[src/rtl/fsw_pkg.sv]
package fsw_pkg;
  typedef enum logic [2:0] {
    FSW_IDLE  = 3'd0,
    FSW_PROG  = 3'd1,
    FSW_ERASE = 3'd2,
    FSW_EWIN  = 3'd3,
    FSW_SUSP  = 3'd4
  } fsw_mode_e;

  localparam int FSW_W  = 16;
  localparam int B_POLL = 7;
  localparam int B_TGA  = 6;
  localparam int B_ERR  = 5;
  localparam int B_WIN  = 3;
  localparam int B_TGB  = 2;

  // Codes outside the defined set fold to idle.
  function automatic fsw_mode_e decode_mode(input logic [2:0] code);
    case (code)
      3'd1:    decode_mode = FSW_PROG;
      3'd2:    decode_mode = FSW_ERASE;
      3'd3:    decode_mode = FSW_EWIN;
      3'd4:    decode_mode = FSW_SUSP;
      default: decode_mode = FSW_IDLE;
    endcase
  endfunction
endpackage

[src/rtl/fsw_toggle.sv]
module fsw_toggle (
  input  logic clk,
  input  logic rst_n,
  input  logic flip_i,
  output logic q_o
);
  always_ff @(posedge clk or negedge rst_n) begin
    if (!rst_n)      q_o <= 1'b0;
    else if (flip_i) q_o <= ~q_o;
  end

  // one inversion per qualified read, none otherwise
  a_r4_flip_on_read: assert property (@(posedge clk) disable iff (!rst_n)
    flip_i |=> (q_o != $past(q_o)));
  a_r5_hold_no_read: assert property (@(posedge clk) disable iff (!rst_n)
    !flip_i |=> $stable(q_o));
endmodule

[src/rtl/fsw_err_track.sv]
module fsw_err_track #(
  parameter int BW = 3
) (
  input  logic          clk,
  input  logic          rst_n,
  input  logic          fail_i,
  input  logic          clr_i,
  input  logic [BW-1:0] blk_i,
  output logic          err_o,
  output logic [BW-1:0] fblk_o
);
  always_ff @(posedge clk or negedge rst_n) begin
    if (!rst_n) begin
      err_o  <= 1'b0;
      fblk_o <= '0;
    end else begin
      err_o <= fail_i | (err_o & ~clr_i);
      if (fail_i) fblk_o <= blk_i;
    end
  end

  a_r7_sticky: assert property (@(posedge clk) disable iff (!rst_n)
    (err_o && !clr_i) |=> err_o);
  a_r7_clear: assert property (@(posedge clk) disable iff (!rst_n)
    (clr_i && !fail_i) |=> !err_o);
  a_r7_set_wins: assert property (@(posedge clk) disable iff (!rst_n)
    fail_i |=> (err_o && fblk_o == $past(blk_i)));
endmodule

[src/rtl/fsw_hold_timer.sv]
module fsw_hold_timer #(
  parameter int HOLD_CYC = 100
) (
  input  logic clk,
  input  logic rst_n,
  input  logic hit_i,
  output logic hold_o
);
  localparam int CW = $clog2(HOLD_CYC + 1);
  localparam logic [CW-1:0] LOAD = CW'(HOLD_CYC);

  logic [CW-1:0] cnt_q;

  always_ff @(posedge clk or negedge rst_n) begin
    if (!rst_n)            cnt_q <= '0;
    else if (hit_i)        cnt_q <= LOAD;
    else if (cnt_q != '0)  cnt_q <= cnt_q - 1'b1;
  end

  assign hold_o = (cnt_q != '0);

  a_r8_start: assert property (@(posedge clk) disable iff (!rst_n)
    hit_i |=> hold_o);
  a_r8_bound: assert property (@(posedge clk) disable iff (!rst_n)
    cnt_q <= LOAD);
  a_r8_step: assert property (@(posedge clk) disable iff (!rst_n)
    (!hit_i && hold_o) |=> (cnt_q == $past(cnt_q) - 1'b1));
endmodule

[src/rtl/fsw_status_gen.sv]
module fsw_status_gen
  import fsw_pkg::*;
#(
  parameter int AW       = 16,
  parameter int BW       = 3,
  parameter int BLK_LSB  = 13,
  parameter int HOLD_CYC = 100
) (
  input  logic          clk,
  input  logic          rst_n,
  input  logic [2:0]    op_mode,
  input  logic          prog_b7,
  input  logic          rd_strobe,
  input  logic [AW-1:0] rd_addr,
  input  logic [BW-1:0] erase_blk,
  input  logic          op_fail,
  input  logic          rst_cmd,
  input  logic          prot_hit,
  output logic [15:0]   stat_word,
  output logic          stat_sel
);
  function automatic logic blk_match(input logic [AW-1:0] a, input logic [BW-1:0] b);
    logic [AW-1:0] wide_b;
    wide_b = AW'(b);
    return ((a >> BLK_LSB) == wide_b);
  endfunction

  fsw_mode_e mode;
  logic busy, in_susp, in_fail;
  logic err, hold;
  logic [BW-1:0] fblk;
  logic tga_q, tgb_q;
  logic tga_live, tgb_live;
  logic flip_a, flip_b;

  assign mode    = decode_mode(op_mode);
  assign busy    = (mode == FSW_PROG) || (mode == FSW_ERASE) || (mode == FSW_EWIN);
  assign in_susp = blk_match(rd_addr, erase_blk);
  assign in_fail = blk_match(rd_addr, fblk);

  // Conditions under which each toggle flag is visible (and may flip on a read)
  assign tga_live = busy;
  assign tgb_live = (mode == FSW_ERASE)
                 || ((mode == FSW_SUSP) && in_susp)
                 || ((mode == FSW_IDLE) && err && in_fail);

  assign flip_a = rd_strobe & tga_live;
  assign flip_b = rd_strobe & tgb_live;

  fsw_toggle u_tga (.clk(clk), .rst_n(rst_n), .flip_i(flip_a), .q_o(tga_q));
  fsw_toggle u_tgb (.clk(clk), .rst_n(rst_n), .flip_i(flip_b), .q_o(tgb_q));

  fsw_err_track #(.BW(BW)) u_err (
    .clk(clk), .rst_n(rst_n), .fail_i(op_fail), .clr_i(rst_cmd),
    .blk_i(erase_blk), .err_o(err), .fblk_o(fblk)
  );

  fsw_hold_timer #(.HOLD_CYC(HOLD_CYC)) u_hold (
    .clk(clk), .rst_n(rst_n), .hit_i(prot_hit), .hold_o(hold)
  );

  logic poll_bit;
  always_comb begin
    case (mode)
      FSW_PROG: poll_bit = ~prog_b7;
      FSW_SUSP: poll_bit = 1'b1;
      default:  poll_bit = 1'b0;
    endcase
  end

  assign stat_sel = busy | hold | err | ((mode == FSW_SUSP) & in_susp);

  always_comb begin
    stat_word = '0;
    if (stat_sel) begin
      stat_word[B_POLL] = poll_bit;
      stat_word[B_TGA]  = tga_live ? tga_q : ((mode == FSW_SUSP) && in_susp);
      stat_word[B_ERR]  = err;
      stat_word[B_WIN]  = (mode == FSW_EWIN);
      stat_word[B_TGB]  = tgb_live & tgb_q;
    end
  end

  // reserved bits never set
  a_r1_reserved_zero: assert property (@(posedge clk) disable iff (!rst_n)
    (stat_word & 16'h0013) == 16'h0000 && (stat_word & 16'hFF00) == 16'h0000);

  a_r2_poll_prog: assert property (@(posedge clk) disable iff (!rst_n)
    (op_mode == 3'd1) |-> (stat_sel && stat_word[7] == ~prog_b7));

  a_r3_erase_poll: assert property (@(posedge clk) disable iff (!rst_n)
    (op_mode == 3'd2 || op_mode == 3'd3) |-> (stat_sel && !stat_word[7]));

  a_r6_susp_block: assert property (@(posedge clk) disable iff (!rst_n)
    (op_mode == 3'd4 && in_susp) |-> (stat_sel && stat_word[7] && stat_word[6]));
  // quiet idle returns array data
  a_r9_idle_quiet: assert property (@(posedge clk) disable iff (!rst_n)
    (!busy && mode != FSW_SUSP && !err && !hold) |-> (!stat_sel && stat_word == 16'h0));
endmodule

[config.mk]
export PLATFORM = sky130hd
export DESIGN_NAME = fsw_status_gen
export DESIGN_NICKNAME = d
export VERILOG_FILES = /design/src/rtl/fsw_pkg.sv /design/src/rtl/fsw_toggle.sv /design/src/rtl/fsw_err_track.sv /design/src/rtl/fsw_hold_timer.sv /design/src/rtl/fsw_status_gen.sv
export SDC_FILE = /design/constraint.sdc
export NUM_CORES = 1
export LEC_CHECK = 0
export ABC_AREA = 1
export BUFFER_PORTS_ARGS = -buffer_cell sky130_fd_sc_hd__buf_2
export CAP_MARGIN = 20
export CORE_ASPECT_RATIO = 0.75
export CORE_MARGIN = 3
export CORE_UTILIZATION = 44
export DETAILED_ROUTE_END_ITERATION = 8
export PLACE_DENSITY = 0.76
export SLEW_MARGIN = 20
export SYNTH_ARGS = -nofsm -noshare
export SYNTH_HDL_FRONTEND = slang
export SYNTH_SLANG_ARGS = --single-unit
[constraint.sdc]
create_clock -name clk -period 1.7 [get_ports clk]
set_clock_uncertainty 0.05 [all_clocks]
set_input_delay 0.085 -clock clk [delete_from_list [all_inputs] [get_ports clk]]
set_output_delay 0.085 -clock clk [all_outputs]
set_load 0.01 [all_outputs]
# Yosys cells after proc, flatten, opt, wreduce, memory -nomap -nowiden
# Index checks and enable logic that the tools add are counted.
# classes
addsub	1
bitwise	13
reduce_logical	10
eq_ne	10
n_mux	7
# op_table
cell	count
7-bit 2-to-1 mux	2
3-bit by 2-bit == test with 1-bit output (second input constant)	4
3-bit one-hot mux with 4 select lines	1
7-bit nonzero test	1
7-bit by 1-bit subtractor with 7-bit output (second input constant)	1
3-bit by 1-bit == test with 1-bit output (second input constant)	2
3-bit == test	2
3-bit == test (second input constant)	2
1-bit AND	5
1-bit logical OR	4
1-bit inverter	4
1-bit bitwise OR	4
1-bit logical AND	3
3-bit logical NOT	1
3-bit 2-to-1 mux	1
2-bit 2-to-1 mux	1
1-bit one-hot mux with 2 select lines	1
2-bit nonzero test	1
1-bit 2-to-1 mux	1
# totals
input_bits	29
register_bits	13
wordCells	46
out_inout_bits	17

# Logic depth before layout (Yosys ltp)
# depth
word_depth	9
ltp_mapped	9
ltp_nobuf	9

# Modules after synthesis
# From an unflattened synthesis, not the netlist that was laid out.
# unflattened
cells_unflattened	149
hier_area_um2	975.9
# modules_own_cells
module	n_inst	seq_area_each_um2	cells_per_inst	area_each_um2
fsw_hold_timer	1	175.2	49	389.1
fsw_status_gen	1	0.0	71	350.3
fsw_err_track	1	100.1	17	148.9
fsw_toggle	2	25.0	6	43.8

# Least setup slack after synthesis
# No wires, ideal clock.
# synth_timing
path_type	register to output
startpoint	register u_hold.cnt_q[0]
endpoint	output port stat_word[7]
path_slack_ns	0.337
arrival_ns	1.228
t_required_ns	1.565
n_path_buf	0
stages_incl_launch_ff	7
cell_sequence	dfrtp_1 > inv_1 > ha_1 > nand3_2 > nor2_4 > nand4_2 > o21a_1
# synth_between
elab_chain_cells	5
# synth_rtl
element	line_no	rtl
from (decl)	fsw_hold_timer.sv:12	logic [CW-1:0] cnt_q;
from (signal assigned)	fsw_hold_timer.sv:17	else if (cnt_q != '0) cnt_q <= cnt_q - 1'b1;
7-bit nonzero test	fsw_hold_timer.sv:20	assign hold_o = (cnt_q != '0);
1-bit bitwise OR (3 in series)	fsw_status_gen.sv:71	assign stat_sel = busy | hold | err | ((mode == FSW_SUSP) & in_susp);
net stat_sel	fsw_status_gen.sv:20	output logic stat_sel
3-bit 2-to-1 mux	fsw_status_gen.sv:75	if (stat_sel) begin
to (decl)	fsw_status_gen.sv:19	output logic [15:0] stat_word,
# The timed path passes the listed nets, and every way through them passes these cells.

# Worst setup path in the final report
# layout_timing
startpoint	input port erase_blk[1]
endpoint	output port stat_word[7]
# layout_between
elab_chain_cells	4
# layout_rtl
element	line_no	rtl
from (decl)	fsw_status_gen.sv:15	input logic [BW-1:0] erase_blk,
3-bit == test	fsw_status_gen.sv:25	return ((a >> BLK_LSB) == wide_b);
1-bit AND	fsw_status_gen.sv:71	
1-bit bitwise OR	fsw_status_gen.sv:71	
3-bit 2-to-1 mux	fsw_status_gen.sv:75	
# No other way between the ends.

==> summary.txt <==
Clocking
  – Root Driver: clkbuf_4
  – CTS tree: built
  – Sink Count: 13
  – Num CTS Buffers: 3
  – Max clock buf depth: 2
  – Clk_lat worst skew: 0.27 ns
  – H-tree Lvls: 1
  – Worst-path clk slew: ~0.070 ns

Timing
  – Final min period: 1.62 ns
  – Final Hold Viols: 0
  – FMAX: around 0.6 GHz
  – Fin Hold WS: around 0.023 ns
  – Final setup viols: 0
  – RSZ-0062 raised after global routing: false
  – Fin crit share: approximately 95%
  – Fin Setup TNS: 0 ns
  – Final Slew Violations: 0

Die
  – Starting density of the core: 48.8%
  – I/O Pins: 46
  – Rows: 13
  – DIE AREA: around 2600 µm²
  – Die height: between 40 and 50 µm
  – Die W: approximately 58 µm
  – Core area: approximately 1800 µm²

GRT
  – First-pass GRT wire length: approximately 2.8 mm
  – GRT overflow: 0
  – Number of global-route vias before repair: 689
  – Initial antenna violation count: 0
  – Largest net degree at the start of global routing: 14
  – All-layer global routing usage: 14.3%

Cells and area
  – P&R area growth vs syn: 24.2%
  – Post-route cell area: ~1100 µm²
  – Share of layout cells above drive strength 1: between 20% and 30%
  – Filler cells: between 150 and 200
  – Antenna cells: 0
  – Final nets: around 190

Worst setup path
  – Critical path endpoint category: primary output
  – Critical setup path kind: in2out
  – CP max FO: 4
  – Worst Path Required: about 1.6 ns
  – Arr. time, crit path: 1.49 ns
  – Worst Setup Start Kind: input pin

Hold path
  – Worst hold path class: in2reg

Placed design
  – HPWL Detailed: about 1.3 mm
  – Port Buffer Count: 21
  – GPL Wtd Cong: between 0.7 and 0.8
  – Placed cell areas: approximately 980 µm²

Route
  – TritonRoute pass-1 iters: 4
  – DR vias: between 800 and 900
  – Routed WL: approximately 1.7 mm
  – Initial drt markers: 13
  – Avg WL per Cell: 9.72 µm
  – DRC viols: 0
  – ANT nets after route: 0
  – Vias/cell: about 4.6

Logic synthesis
  – Cell taking the most area after synthesis: dfrtp_1
  – Yosys warning total: 0
  – Most used DFF post-synth: dfrtp_1
  – Post-Syn Area: 888 µm²
  – Most frequent cell after synthesis: nand2_1
  – Ys async rst share: between 90% and 100%
  – Top cells by count, synth: 28 x nand2_1, 18 x inv_1, 13 x dfrtp_1
  – Sequential fraction of the synthesis area: a little over a third
  – Unique masters post-synth: 27
  – Synth top area share: between 30 and 40%
  – Synth area leaders: dfrtp_1 37%, nand2_1 12%, buf_4 9.3%
  – Synth Instances: about 120
  – Syn_area_per_cell: 7.28 µm²
  – Yosys reg bits: 13
  – Post-synth EDFFs: 0

Outcome
  – Outcome: finished, final reports clean

Power and ir drop
  – Peak supply drop: roughly 0.00053 V
  – Power Density: about 730 nW/µm²
  – Leak pwr: roughly 0.6 nW

Flow run
  – MaxCap Viol Count: 0
-- power breakdown --
| group | switching [mW] | leakage (nW) | total, mW | internal (mW) |
|---|---|---|---|---|
| Clock | 0.0936 | 0.0150 | 0.184 | 0.0909 |
| Combinational | 0.127 | 0.433 | 0.226 | 0.0989 |
| Sequential | 0.0374 | 0.152 | 0.393 | 0.355 |
| Total | 0.258 | 0.600 | 0.803 | 0.545 |
-- layout by cell type (no fill, tap or decap), types with 2 or more instances in the layout --
cell type      netlist  final
inv_2                2      3
o21ai_0              7      7
xor2_1               3      3
nor3_1               3      3
dfrtp_1             13     13
nand3_1              4      4
inv_1               18     17
a21oi_1              4      4
nand2_1             28     28
nor2_1              12     11
clkbuf_4             0      3
buf_2                0     21
nor2_2               1      2
buf_4               11      3
dlygate4sd3_1        0      6
conb_1               1     11
-- state kept, by name, indices dropped and copies added (netlist names) --
name / count
u_tgb.q_o: 1
u_hold.cnt_q: 7
u_err.err_o: 1
u_err.fblk_o: 3
u_tga.q_o: 1
-- logic make-up (layout without fill, tap and decap cells) --
group,count (synthesis),in the layout,share of synthesized area (%)
adder cells (fa/ha/maj),1,1,1.41
AND/OR/NAND/NOR,55,55,28.6
XOR/XNOR,4,4,3.94
buffers and inverters,32,54,18.2
flip-flops,13,13,36.6
other,1,11,0.422
AO/OA/AOI/OAI,16,16,10.8
-- through the flow --
stage / util, % / std cells / total power [mW] / setup slack (ns)
detailed placement: 53.8 / 164 / 0.599 / 0.262
global route: 60.6 / 176 / 0.880 / 0.0000967
finish: 60.6 / 176 / 0.803 / 0.0797
floorplan: - / 132 / 0.544 / 0.337
global placement: 53.8 / 164 / 0.590 / 0.279
CTS: 58.9 / 175 / 0.801 / 0.0100
-- worst max-delay path, stage by stage --
cell and delay, ns:
dlygate4sd3_1 0.54, buf_2 0.14, xor2_1 0.15, nor2_1 0.11
nand2_2 0.10, nand4_2 0.11, o21a_1 0.12, buf_2 0.13
-- repair_timing --
| action | 4_1_cts | 5_1_grt |
|---|---|---|
| pin swaps | 1 | 3 |
| endpoints found under the setup margin | 1 | 2 |
| gates resized for setup | 0 | 5 |
| setup buffers | 1 | 1 |
| cloned | 0 | 0 |
| endpoints found under the hold margin | 20 | 0 |
| hold buffers | 6 | 0 |
-- layer usage --
metal | up-vias | GRT usage (%) | share of wire, %
met4 | 0 | 4.63 | 0.47
met2 | 26 | 23.4 | 48
met3 | 2 | 5.14 | 5.5
li1 | 424 | - | -
met5 | - | 0 | 0
met1 | 364 | 17.9 | 46
-- layout make-up --
type / count / area, µm² / share of cell area [%]
well taps: 22 / 27.5 / 2.49
clock buffers: 4 / 26.3 / 2.38
multi-input cells: 87 / 462 / 41.8
inverters: 20 / 75.1 / 6.80
flip-flops and latches: 13 / 325 / 29.5
repair buffers: 30 / 188 / 17.0
-- worst paths after layout --
check	slack, ns	to	from	cells after the start
worst max-delay path	0.08	stat_word[7]	erase_blk[1]	8
worst min-delay path	0.02	u_tgb.q_o$_DFFE_PN0P_	rd_strobe	3
worst max register to register	0.35	u_hold.cnt_q[1]$_DFFE_PN0P_	u_hold.cnt_q[1]$_DFFE_PN0P_	8
worst min register to register	0.43	u_tgb.q_o$_DFFE_PN0P_	u_tgb.q_o$_DFFE_PN0P_	2
max in group asynchronous	1.19	u_tgb.q_o$_DFFE_PN0P_	rst_n	2
min in group asynchronous	0.17	u_hold.cnt_q[5]$_DFFE_PN0P_	rst_n	2
No activity file was read; power rests on OpenSTA's default activity.
